--- src/rtl/nps_pkg.sv ---
package nps_pkg;

   localparam int unsigned BLK_BASE   = 32'h60;
   localparam int unsigned BLK_STRIDE = 32'h30;
   localparam int unsigned REL_W      = 6;
   localparam int unsigned OFS_CMD    = 32'h1C;
   localparam int unsigned OFS_ADR    = 32'h20;
   localparam int unsigned OFS_DAT    = 32'h24;
   localparam int unsigned OFS_CFG_END = 32'h04;

   localparam logic [1:0] SZ_BYTE  = 2'd0;
   localparam logic [1:0] SZ_HALF  = 2'd1;
   localparam logic [1:0] SZ_WORD  = 2'd2;
   localparam logic [1:0] TYPE_NAND = 2'd2;

   typedef enum logic [1:0] {
      PORT_NONE,
      PORT_CMD,
      PORT_ADR,
      PORT_DAT
   } port_e;

   typedef enum logic [1:0] {
      ST_IDLE,
      ST_RUN,
      ST_DONE
   } seq_state_e;

   // Index of the final beat for a device width and access size.
   function automatic logic [1:0] last_beat(input logic wide, input logic [1:0] sz);
      if (wide)                return sz[1] ? 2'd1 : 2'd0;
      else if (sz == SZ_BYTE)  return 2'd0;
      else if (sz == SZ_HALF)  return 2'd1;
      else                     return 2'd3;
   endfunction

endpackage

--- src/rtl/nps_decode.sv ---
module nps_decode
   import nps_pkg::*;
#(
   parameter  int ADDR_W = 12,
   parameter  int NUM_CS = 8,
   localparam int CS_W   = (NUM_CS > 1) ? $clog2(NUM_CS) : 1
) (
   input  logic [ADDR_W-1:0] addr,
   input  logic [1:0]        size,
   output logic [CS_W-1:0]   cs,
   output logic              is_cfg,
   output port_e             port,
   output logic              bad_width
);

   logic             hit;
   logic [REL_W-1:0] rel;
   int unsigned      a;
   int unsigned      lo;

   always_comb begin
      hit = 1'b0;
      cs  = '0;
      rel = '0;
      a   = 32'(addr);
      lo  = 0;
      for (int i = 0; i < NUM_CS; i++) begin
         if (a >= BLK_BASE + 32'(i) * BLK_STRIDE &&
             a <  BLK_BASE + 32'(i + 1) * BLK_STRIDE) begin
            hit = 1'b1;
            cs  = CS_W'(i);
            lo  = BLK_BASE + 32'(i) * BLK_STRIDE;
         end
      end
      if (hit) rel = REL_W'(a - lo);
   end

   always_comb begin
      is_cfg = hit && (32'(rel) < OFS_CFG_END);
      port   = PORT_NONE;
      if (hit) begin
         if (32'(rel) >= OFS_CMD && 32'(rel) < OFS_ADR)          port = PORT_CMD;
         else if (32'(rel) >= OFS_ADR && 32'(rel) < OFS_DAT)     port = PORT_ADR;
         else if (32'(rel) >= OFS_DAT && 32'(rel) < OFS_DAT + 4) port = PORT_DAT;
      end
      bad_width = (size != SZ_WORD) && (port == PORT_NONE);
   end

endmodule

--- src/rtl/nps_cfg_bank.sv ---
module nps_cfg_bank #(
   parameter  int          NUM_CS  = 8,
   parameter  logic [31:0] CFG_RST = 32'h0,
   localparam int          CS_W    = (NUM_CS > 1) ? $clog2(NUM_CS) : 1
) (
   input  logic            clk,
   input  logic            rst_n,
   input  logic            wr_en,
   input  logic [CS_W-1:0] sel_cs,
   input  logic [31:0]     wr_data,
   output logic [31:0]     rd_word,
   output logic            sel_is_nand,
   output logic            sel_wide
);

   logic [31:0] cfg_arr [NUM_CS];

   generate
      for (genvar g = 0; g < NUM_CS; g++) begin : g_cs
         logic [31:0] word_q;
         always_ff @(posedge clk or negedge rst_n) begin
            if (!rst_n)
               word_q <= CFG_RST;
            else if (wr_en && sel_cs == CS_W'(g))
               word_q <= wr_data;
         end
         assign cfg_arr[g] = word_q;
      end
   endgenerate

   assign rd_word     = cfg_arr[sel_cs];
   assign sel_is_nand = (rd_word[11:10] == nps_pkg::TYPE_NAND);
   assign sel_wide    = rd_word[12];

endmodule

--- src/rtl/nps_sequencer.sv ---
module nps_sequencer
   import nps_pkg::*;
#(
   parameter  int NUM_CS = 8,
   localparam int CS_W   = (NUM_CS > 1) ? $clog2(NUM_CS) : 1
) (
   input  logic              clk,
   input  logic              rst_n,
   input  logic              req_valid,
   input  logic              req_write,
   input  logic [1:0]        req_size,
   input  logic [31:0]       req_wdata,
   input  port_e             dec_port,
   input  logic [CS_W-1:0]   dec_cs,
   input  logic              go_nand,
   input  logic              dev_wide,
   input  logic [31:0]       imm_rdata,
   input  logic              bad_width,
   output logic              accept,
   output logic              req_ready,
   output logic [31:0]       rsp_rdata,
   output logic              rsp_bad_width,
   output logic              nand_valid,
   input  logic              nand_ready,
   output logic              nand_we,
   output logic              nand_re,
   output logic              nand_cle,
   output logic              nand_ale,
   output logic [NUM_CS-1:0] nand_ce,
   output logic [15:0]       nand_wdata,
   input  logic [15:0]       nand_rdata
);

   seq_state_e      state;
   logic            write_q;
   logic [1:0]      size_q;
   port_e           port_q;
   logic [CS_W-1:0] cs_q;
   logic            wide_q;
   logic [31:0]     wd_q;
   logic [31:0]     rd_q;
   logic            bad_q;
   logic [1:0]      beat_q;
   logic [1:0]      last_q;
   logic [5:0]      shamt;
   logic [31:0]     shifted;

   always_ff @(posedge clk or negedge rst_n) begin
      if (!rst_n) begin
         state   <= ST_IDLE;
         write_q <= 1'b0;
         size_q  <= SZ_BYTE;
         port_q  <= PORT_NONE;
         cs_q    <= '0;
         wide_q  <= 1'b0;
         wd_q    <= '0;
         rd_q    <= '0;
         bad_q   <= 1'b0;
         beat_q  <= '0;
         last_q  <= '0;
      end else begin
         case (state)
            ST_IDLE: begin
               if (req_valid) begin
                  write_q <= req_write;
                  size_q  <= req_size;
                  port_q  <= dec_port;
                  cs_q    <= dec_cs;
                  wide_q  <= dev_wide;
                  wd_q    <= req_wdata;
                  bad_q   <= bad_width;
                  rd_q    <= imm_rdata;
                  beat_q  <= '0;
                  last_q  <= last_beat(dev_wide, req_size);
                  state   <= go_nand ? ST_RUN : ST_DONE;
               end
            end
            ST_RUN: begin
               if (nand_ready) begin
                  if (!write_q) begin
                     if (wide_q) begin
                        if (size_q == SZ_BYTE) rd_q[7:0] <= nand_rdata[7:0];
                        else                   rd_q[{beat_q[0], 4'b0} +: 16] <= nand_rdata;
                     end else begin
                        rd_q[{beat_q, 3'b0} +: 8] <= nand_rdata[7:0];
                     end
                  end
                  if (beat_q == last_q) state <= ST_DONE;
                  else                  beat_q <= beat_q + 2'd1;
               end
            end
            ST_DONE: state <= ST_IDLE;
            default: state <= ST_IDLE;
         endcase
      end
   end

   assign shamt   = wide_q ? {beat_q, 4'b0} : {1'b0, beat_q, 3'b0};
   assign shifted = wd_q >> shamt;

   assign accept        = (state == ST_IDLE);
   assign req_ready     = (state == ST_DONE);
   assign rsp_rdata     = rd_q;
   assign rsp_bad_width = req_ready & bad_q;
   assign nand_valid    = (state == ST_RUN);
   assign nand_we       = nand_valid &  write_q;
   assign nand_re       = nand_valid & ~write_q;
   assign nand_cle      = nand_valid && (port_q == PORT_CMD);
   assign nand_ale      = nand_valid && (port_q == PORT_ADR);
   assign nand_ce       = nand_valid ? (NUM_CS'(1) << cs_q) : '0;
   assign nand_wdata    = !nand_we ? 16'h0 :
                          wide_q   ? shifted[15:0] : {8'h00, shifted[7:0]};

   AST_CLE_ALE_EXCL: assert property (@(posedge clk) disable iff (!rst_n)
      !(nand_cle && nand_ale));
   AST_CE_ONE_HOT: assert property (@(posedge clk) disable iff (!rst_n)
      nand_valid |-> $countones(nand_ce) == 1);
   AST_CE_QUIET: assert property (@(posedge clk) disable iff (!rst_n)
      !nand_valid |-> nand_ce == '0);
   AST_BEAT_HOLD: assert property (@(posedge clk) disable iff (!rst_n)
      nand_valid && !nand_ready |=> nand_valid && $stable(nand_wdata) &&
      $stable(nand_cle) && $stable(nand_ale) && $stable(nand_ce) && $stable(nand_we));
   AST_READY_PULSE: assert property (@(posedge clk) disable iff (!rst_n)
      req_ready |=> !req_ready);
   AST_NO_BEAT_AT_DONE: assert property (@(posedge clk) disable iff (!rst_n)
      req_ready |-> !nand_valid && !nand_we && !nand_re);

endmodule

--- src/rtl/nand_port_serializer.sv ---
module nand_port_serializer
   import nps_pkg::*;
#(
   parameter  int          ADDR_W  = 12,
   parameter  int          NUM_CS  = 8,
   parameter  logic [31:0] CFG_RST = 32'h0,
   localparam int          CS_W    = (NUM_CS > 1) ? $clog2(NUM_CS) : 1
) (
   input  logic              clk,
   input  logic              rst_n,
   input  logic              req_valid,
   input  logic              req_write,
   input  logic [ADDR_W-1:0] req_addr,
   input  logic [1:0]        req_size,
   input  logic [31:0]       req_wdata,
   output logic              req_ready,
   output logic [31:0]       rsp_rdata,
   output logic              rsp_bad_width,
   output logic              nand_valid,
   input  logic              nand_ready,
   output logic              nand_we,
   output logic              nand_re,
   output logic              nand_cle,
   output logic              nand_ale,
   output logic [NUM_CS-1:0] nand_ce,
   output logic [15:0]       nand_wdata,
   input  logic [15:0]       nand_rdata
);

   localparam longint unsigned SPAN = longint'(BLK_BASE) + longint'(NUM_CS) * longint'(BLK_STRIDE);

   generate
      if (NUM_CS < 1 || NUM_CS > 8) begin : g_bad_num_cs
         $error("NUM_CS must lie in 1..8");
      end
      if (ADDR_W > 32 || (64'd1 << ADDR_W) < SPAN) begin : g_bad_addr_w
         $error("ADDR_W cannot cover every register block");
      end
   endgenerate

   logic [CS_W-1:0] dec_cs;
   logic            dec_is_cfg;
   port_e           dec_port;
   logic            dec_bad;
   logic            accept;
   logic            cfg_we;
   logic [31:0]     cfg_word;
   logic            cfg_is_nand;
   logic            cfg_wide;
   logic            go_nand;
   logic [31:0]     imm_rdata;

   nps_decode #(.ADDR_W(ADDR_W), .NUM_CS(NUM_CS)) u_decode (
      .addr      (req_addr),
      .size      (req_size),
      .cs        (dec_cs),
      .is_cfg    (dec_is_cfg),
      .port      (dec_port),
      .bad_width (dec_bad)
   );

   assign cfg_we = accept && req_valid && req_write && dec_is_cfg && !dec_bad;

   nps_cfg_bank #(.NUM_CS(NUM_CS), .CFG_RST(CFG_RST)) u_cfg (
      .clk         (clk),
      .rst_n       (rst_n),
      .wr_en       (cfg_we),
      .sel_cs      (dec_cs),
      .wr_data     (req_wdata),
      .rd_word     (cfg_word),
      .sel_is_nand (cfg_is_nand),
      .sel_wide    (cfg_wide)
   );

   assign go_nand   = (dec_port != PORT_NONE) && cfg_is_nand;
   assign imm_rdata = (dec_is_cfg && !req_write && !dec_bad) ? cfg_word : 32'h0;

   nps_sequencer #(.NUM_CS(NUM_CS)) u_seq (
      .clk           (clk),
      .rst_n         (rst_n),
      .req_valid     (req_valid),
      .req_write     (req_write),
      .req_size      (req_size),
      .req_wdata     (req_wdata),
      .dec_port      (dec_port),
      .dec_cs        (dec_cs),
      .go_nand       (go_nand),
      .dev_wide      (cfg_wide),
      .imm_rdata     (imm_rdata),
      .bad_width     (dec_bad),
      .accept        (accept),
      .req_ready     (req_ready),
      .rsp_rdata     (rsp_rdata),
      .rsp_bad_width (rsp_bad_width),
      .nand_valid    (nand_valid),
      .nand_ready    (nand_ready),
      .nand_we       (nand_we),
      .nand_re       (nand_re),
      .nand_cle      (nand_cle),
      .nand_ale      (nand_ale),
      .nand_ce       (nand_ce),
      .nand_wdata    (nand_wdata),
      .nand_rdata    (nand_rdata)
   );

   AST_NARROW_NO_CFG_WRITE: assert property (@(posedge clk) disable iff (!rst_n)
      accept && req_valid && dec_bad |=> !nand_valid);

endmodule

--- config.mk ---
export PLATFORM = sky130hd
export DESIGN_NAME = nand_port_serializer
export DESIGN_NICKNAME = d
export VERILOG_FILES = /design/src/rtl/nps_pkg.sv /design/src/rtl/nps_decode.sv /design/src/rtl/nps_cfg_bank.sv /design/src/rtl/nps_sequencer.sv /design/src/rtl/nand_port_serializer.sv
export SDC_FILE = /design/constraint.sdc
export NUM_CORES = 1
export LEC_CHECK = 0
export BUFFER_PORTS_ARGS = -buffer_cell sky130_fd_sc_hd__buf_4
export CORE_MARGIN = 4
export CORE_UTILIZATION = 50
export CTS_CLUSTER_SIZE = 20
export DETAILED_ROUTE_END_ITERATION = 10
export PLACE_DENSITY = 0.68
export SLEW_MARGIN = 15
export SYNTH_ARGS = -nofsm -noshare
export SYNTH_HDL_FRONTEND = slang
export SYNTH_SLANG_ARGS = --single-unit
--- constraint.sdc ---
create_clock -name clk -period 3.4 [get_ports clk]
set_input_delay 0.68 -clock clk [delete_from_list [all_inputs] [get_ports clk]]
set_output_delay 0.68 -clock clk [all_outputs]
set_load 0.02 [all_outputs]
==> flow_summary.json, run 1 <==
{
  "status": "completed",
  "powerDensity_nw_per_um2": 504,
  "ys.flop_type": "dfrtp_1",
  "dpl.hpwl_mm": 35.2,
  "cpMostUsedCell": "buf_4",
  "synth_nets": 1549,
  "grt_pass1_vias": 13247,
  "async_flop_share_pct": 100,
  "crit_path_end": "u_seq.rsp_rdata[11]",
  "clockRootBuffer": "clkbuf_16",
  "path_class": "in -> reg",
  "postRouteAntennaNets": 0,
  "die_h_um": 190,
  "tns_ns": 0,
  "drt-pass1-iter-count": 7,
  "worstPathCellList": "buf_4 > buf_4 > nand2b_1 > o221ai_1 > nor2_1 > buf_4 > nor2_1 > a222oi_1 > buf_4 > o21ai_0 > mux2_2",
  "slew_viol_final": 0,
  "synth_cell_type_count": 70,
  "drv_cap": 0,
  "drt_iter0_markers": 1225,
  "hold_slack_ns": 0.118,
  "grt_setup_unrepaired": "false",
  "vias": 12976,
  "gr-total-overflow": 0,
  "pin_count": 130,
  "drc": 0,
  "cts_made_buffers": 37,
  "worstMarginPinSlew_ns": 1.17,
  "cts-htree-levels": 2,
  "ys_warn_count": 0,
  "yosysSeqAreaShare_pct": 50.8,
  "hold_viol": 0,
  "synth_seq_cells": 336,
  "cts_tree": "yes",
  "dieArea_um2": 36100,
  "nets": 1713,
  "slew_headroom_pct": 21.9,
  "syn_area_um2": 16600,
  "critPathCaptureType": "flop",
  "fmax_mhz": 301,
  "routedWlPerCell_um": 24.2,
  "avgSynthCellArea_um2": 11.2,
  "regToRegEndpoint": "u_seq.rsp_rdata[5]",
  "final_area_um2": 19800,
  "setup_viol": 0,
  "fin_crit_sh_pct": 97.6,
  "ir_worst_vdd_v": 0.000303,
  "grt_max_degree": 79,
  "postCtsSetupRepairBufs": 0,
  "fin_util_pct": 60.6,
  "p_leak_uw": 0.00965,
  "syn_inst": 1477,
  "r2r_start": "u_seq.state[0]",
  "cts_hold_buf": 0,
  "die_w_um": 190,
  "routed_wl_mm": 51.1,
  "synthToLayoutAreaGrowth_pct": 19.3,
  "rows": 66,
  "skew_ns": 0.0160,
  "initial_utilization_pct": 50.8,
  "design.core.area_um2": 32600,
  "path_max_fanout": 46,
  "grt_antenna_before_repair": 0,
  "rrSetupSlack_ns": 0.97,
  "gp_congestion": 0.930,
  "cpMaxStageDelayCell": "nor2_1",
  "finalCriticalPeriod_ns": 3.32,
  "cts_buffer_depth": 3,
  "clk_pin_slew_worst_paths_ns": 0.06,
  "grt.total_usage_pct": 28.1,
  "hold_class": "in -> async",
  "cts_resized": 0,
  "cts.sinks": 336,
  "r2r_cells": 8,
  "cpPeakStageDelay_ns": 0.52,
  "cp.arrival_ns": 3.72,
  "crit_required_ns": 3.80,
  "placed_area_um2": 18500,
  "fill_cells": 2641,
  "port_buffers": 127,
  "layout-drive-gt1-share_pct": 35.4,
  "start_kind": "primary input",
  "clock_latency_ns": 0.52,
  "cp-startpoint": "req_addr[7]",
  "grt_pass1_wl_mm": 78.6,
  "via_per_inst": 6.14,
  "synth_edf_count": 0
}
## cell usage in the layout, fill, tap and decap left out, types with 9 or more instances in the layout
cell and instances:
dfrtp_1 336, mux2_2 264, buf_4 202, nand2_1 154
nor2_1 88, o21ai_0 59, o22ai_1 58, a21oi_1 47
inv_1 39, clkbuf_16 39, a31oi_1 26, o221ai_1 24
a22oi_1 22, mux2i_1 21, buf_12 19, nor3_1 16
nand3_1 16, mux2_1 16, nand2b_1 12, o2bb2ai_1 10
o22a_1 10, clkbuf_1 9
## sequential cells by signal, summed over array words and instances (netlist names)
signal             cells
u_cfg.g_cs.word_q    256
u_seq.bad_q            1
u_seq.beat_q           2
u_seq.cs_q             3
u_seq.last_q           2
u_seq.port_q           2
u_seq.rsp_rdata       32
u_seq.size_q           2
u_seq.state            2
u_seq.wd_q            32
u_seq.wide_q           1
u_seq.write_q          1
## layer usage
metal	part of all wire, %	vias up	global-route usage [%]	wire [µm]
met1	42	6570	39.2	21600
met3	7.7	108	4.90	3930
met4	3.6	0	10.2	1850
met5	0	-	0	0
li1	-	5732	-	-
met2	46	566	44.5	23700
## Yosys cell counts, types with 4 or more instances
| library cell | n | share of area [%] |
|---|---|---|
| o22ai_1 | 59 | 2.2 |
| nand3_1 | 16 | 0.48 |
| o21ai_1 | 5 | 0.15 |
| nand2_1 | 154 | 3.5 |
| nor3_1 | 18 | 0.54 |
| dfrtp_1 | 336 | 51 |
| o21ai_0 | 59 | 1.8 |
| or3_1 | 7 | 0.26 |
| a211o_1 | 8 | 0.42 |
| o221a_2 | 6 | 0.41 |
| a22o_1 | 7 | 0.37 |
| mux2i_1 | 21 | 1.3 |
| clkbuf_1 | 43 | 0.97 |
| nor4_1 | 4 | 0.15 |
| buf_6 | 15 | 1.0 |
| a31oi_1 | 26 | 0.98 |
| o221ai_1 | 24 | 1.3 |
| nand2_2 | 7 | 0.26 |
| a21oi_1 | 47 | 1.4 |
| nor3b_1 | 5 | 0.23 |
| a22oi_1 | 22 | 1.0 |
| o21a_1 | 7 | 0.32 |
| buf_4 | 13 | 0.59 |
| buf_1 | 6 | 0.14 |
| and3b_1 | 4 | 0.21 |
| o21bai_1 | 4 | 0.18 |
| inv_1 | 39 | 0.88 |
| nand2b_1 | 12 | 0.45 |
| mux2_1 | 21 | 1.4 |
| nor2b_1 | 4 | 0.15 |
| nor2_1 | 90 | 2.0 |
| a221oi_1 | 5 | 0.26 |
| o31ai_1 | 8 | 0.36 |
| buf_2 | 20 | 0.60 |
| ha_1 | 5 | 0.38 |
| o22a_1 | 10 | 0.53 |
| and2_1 | 5 | 0.19 |
| nand3b_1 | 4 | 0.18 |
| and3_1 | 5 | 0.19 |
| or2_2 | 5 | 0.19 |
| xor2_1 | 5 | 0.26 |
| mux2_2 | 264 | 18 |
| o2bb2ai_1 | 10 | 0.53 |
## worst min path at each step
stage,end,cells past startpoint
finish,u_cfg.g_cs[1].word_q[29],1
floorplan,u_cfg.g_cs[0].word_q[0],0
CTS,u_cfg.g_cs[1].word_q[29],1
global placement,u_seq.wd_q[23],2
detailed placement,u_seq.wd_q[0],2
global route,u_cfg.g_cs[1].word_q[29],1
## per-stage QoR
| step | instances | total power, µW | setup slack (ns) |
|---|---|---|---|
| after detailed placement | 2044 | 6060 | -0.299 |
| after global placement | 2044 | 6030 | -0.260 |
| after global routing | 2111 | 10400 | 0.0230 |
| after floorplan | 1477 | 5360 | -0.0456 |
| final | 2112 | 9960 | 0.0818 |
| after CTS | 2111 | 10000 | 0.238 |
## area by class of cell
class / instances / area, µm² / share of cell area (%)
antenna: 1 / 2.50 / 0.0127
tap: 442 / 553 / 2.80
multi-input combinational: 1005 / 7530 / 38.1
timing repair buffer: 222 / 1910 / 9.68
clock inverter: 12 / 96.3 / 0.488
inverter: 39 / 146 / 0.741
clock buffer: 55 / 1110 / 5.60
sequential: 336 / 8410 / 42.6
## power breakdown
group / internal, µW / switching [µW] / total [µW]
clock network: 2340 / 1610 / 3950
registers: 4270 / 243 / 4510
logic: 558 / 939 / 1500
## cells by family (layout without fill, tap and decap cells)
logic type / after synthesis / count (layout) / synth area share, %
XOR/XNOR: 6 / 6 / 0.363
flip-flops: 336 / 336 / 50.8
AO/OA/AOI/OAI: 336 / 336 / 13.9
buffers and inverters: 136 / 328 / 4.21
multiplexers: 306 / 306 / 20.7
adder cells (fa/ha/maj): 5 / 5 / 0.378
AND/OR/NAND/NOR: 352 / 352 / 9.72
other: 0 / 1 / 0
## critical path: cells and delay by family
family	cells	cell delay, ns
AO/OA/AOI/OAI	3	0.73
buffers and inverters	4	1.17
multiplexers	1	0.28
AND/OR/NAND/NOR	3	0.85
(Power assumes the default switching activity.)
==> run 2: changes to the inputs <==
--- a/config.mk
+++ b/config.mk
@@ -8,6 +8,7 @@
 export BUFFER_PORTS_ARGS = -buffer_cell sky130_fd_sc_hd__buf_4
 export CORE_MARGIN = 4
 export CORE_UTILIZATION = 50
+export CTS_BUF_LIST = sky130_fd_sc_hd__clkbuf_4 sky130_fd_sc_hd__clkbuf_8
 export CTS_CLUSTER_SIZE = 20
 export DETAILED_ROUTE_END_ITERATION = 10
 export PLACE_DENSITY = 0.68
==> run 2 against run 1 <==
Effect of this change: design area down 0.12%; first-iteration DRC count down 6.0%; combinational power about the same; core utilization down 0.073 points; flip-flop and latch count unchanged; critical path depth unchanged.
==> flow_summary.json, run 2 (synthesis gave the netlist of run 1 again) <==
{
  "status": "completed",
  "hold_class": "in -> async",
  "top_register": "u_cfg.g_cs.word_q",
  "skew_ns": 0.0251,
  "cts_tree": "yes",
  "p_clk_share_pct": 38.5,
  "finalCriticalPeriod_ns": 3.18,
  "cpMaxStageDelayCell": "nor2_1",
  "dieArea_um2": 36100,
  "port_buffers": 127,
  "layout_common_cells": "dfrtp_1 (336), mux2_2 (264), buf_4 (202)",
  "setup_viol": 0,
  "dpl.hpwl_mm": 35.2,
  "cts_hold_buf": 0,
  "via_per_inst": 6.09,
  "met1_usage_pct": 38.4,
  "worstPathCellList": "buf_4 > buf_4 > nand2b_1 > o221ai_1 > nor2_1 > buf_4 > nor2_1 > a222oi_1 > buf_4 > o21ai_0 > mux2_2",
  "drt-pass1-iter-count": 6,
  "slew_viol_final": 0,
  "r2r_start": "u_seq.state[0]",
  "design.core.area_um2": 32600,
  "cts_buffer_depth": 3,
  "postCtsSetupRepairBufs": 0,
  "antenna_cells": 0,
  "crit_required_ns": 3.89,
  "ff_latch_area_um2": 8410,
  "critical_path_buf_inv_count": 4,
  "rows": 66,
  "multi_input_comb_area_um2": 7530,
  "routedWlPerCell_um": 23.8,
  "grt.total_usage_pct": 28.1,
  "nets": 1731,
  "p_leak_uw": 0.00968,
  "die_h_um": 190,
  "slew_headroom_pct": 18.0,
  "grt_util_met3_pct": 5.71,
  "grt_use_met2_pct": 44.1,
  "cp-startpoint": "req_addr[7]",
  "cpPeakStageDelay_ns": 0.50,
  "critPathCaptureType": "flop",
  "largest_register_ffs": 256,
  "path_max_fanout": 46,
  "cts.sinks": 336,
  "cp.arrival_ns": 3.68,
  "hold_viol": 0,
  "routed_wl_mm": 51.0,
  "clk_pin_slew_worst_paths_ns": 0.06,
  "p_comb_share_pct": 15.3,
  "p_int_uw": 6960,
  "powerDensity_nw_per_um2": 495,
  "cts_made_buffers": 55,
  "drv_cap": 0,
  "clockRootBuffer": "clkbuf_8",
  "initial_utilization_pct": 50.8,
  "grt_max_degree": 79,
  "path_class": "in -> reg",
  "clock_latency_ns": 0.61,
  "cpMostUsedCell": "buf_4",
  "gp_congestion": 0.930,
  "grt_pass1_vias": 13305,
  "pwr-share-seq_pct": 46.2,
  "pin_count": 130,
  "grt_antenna_before_repair": 0,
  "gr-total-overflow": 0,
  "fmax_mhz": 314,
  "worstMarginPinSlew_ns": 1.23,
  "cts-htree-levels": 2,
  "hold_slack_ns": 0.0345,
  "drc": 0,
  "fin_crit_sh_pct": 93.7,
  "ir_worst_vdd_v": 0.000355,
  "layout-drive-gt1-share_pct": 37.1,
  "gr-max-usage-layer": "met2",
  "grt_setup_unrepaired": "false",
  "layout_commonest_cell": "dfrtp_1",
  "postRouteAntennaNets": 0,
  "drt_iter0_markers": 1151,
  "switching_share_pct": 28.7,
  "die_w_um": 190,
  "cts_resized": 0,
  "start_kind": "primary input",
  "fill_cells": 2679,
  "synthToLayoutAreaGrowth_pct": 19.2,
  "vias": 13048,
  "fin_util_pct": 60.5,
  "grt_pass1_wl_mm": 78.4,
  "p_switching_uw": 2810,
  "critPathTopFamily": "buffers and inverters"
}
-- run 2: cell types whose count changed in the layout (fill, tap and decap cells not counted) --
cell        delta
clkbuf_8      +62
clkinvlp_4     +1
clkbuf_4      +22
clkbuf_1       -9
diode_2        -1
clkinv_2       -4
clkbuf_16     -39
clkinv_4       -1
inv_6          -1
-- run 2: final cells by class --
cell class	instances	share of cell area (%)
well taps	442	2.80
inverters	39	0.742
clock inverters	7	0.336
clock buffers	91	5.65
flip-flops and latches	336	42.6
repair buffers	222	9.69
multi-input cells	1005	38.2
-- run 2: layer usage --
layer  vias up  part of all wire (%)
li1       5765                     -
met1      6558                    42
met2       576                    46
met3       149                   7.9
met4         0                   4.6
met5         -                     0
-- run 2: final timing paths --
check / depth (start not counted) / endpoint / slack (ns)
max: 11 / u_seq.rsp_rdata[11] / 0.22
max reg2reg: 8 / u_seq.rsp_rdata[5] / 0.97
min reg2reg: 2 / u_seq.wd_q[0] / 0.48
min in group clk: 3 / u_seq.size_q[0] / 0.32
max in group asynchronous: 2 / u_seq.last_q[1] / 2.44
min: 1 / u_cfg.g_cs[1].word_q[29] / 0.03
-- run 2: power by group through the flow --
stage	sequential, µW	combinational, µW	clock, µW
2_1_floorplan	4510	848	0
3_3_place_gp	4560	1470	0
3_5_place_dp	4570	1490	0
4_1_cts	4510	1490	3810
5_1_grt	4550	1650	3990
6_report	4520	1490	3760
-- run 2: per-stage QoR --
step                      setup slack, ns  instances  instance area, µm²  power (µW)  setup TNS (ns)
after floorplan                   -0.0456       1477               16600        5360           -1.21
after global placement             -0.260       2044               18500        6030          -29.06
after global routing               0.0939       2142               19700       10200               0
after detailed placement           -0.299       2044               18500        6060          -42.04
final                               0.215       2142               19700        9770               0
after CTS                           0.266       2142               19700        9800               0
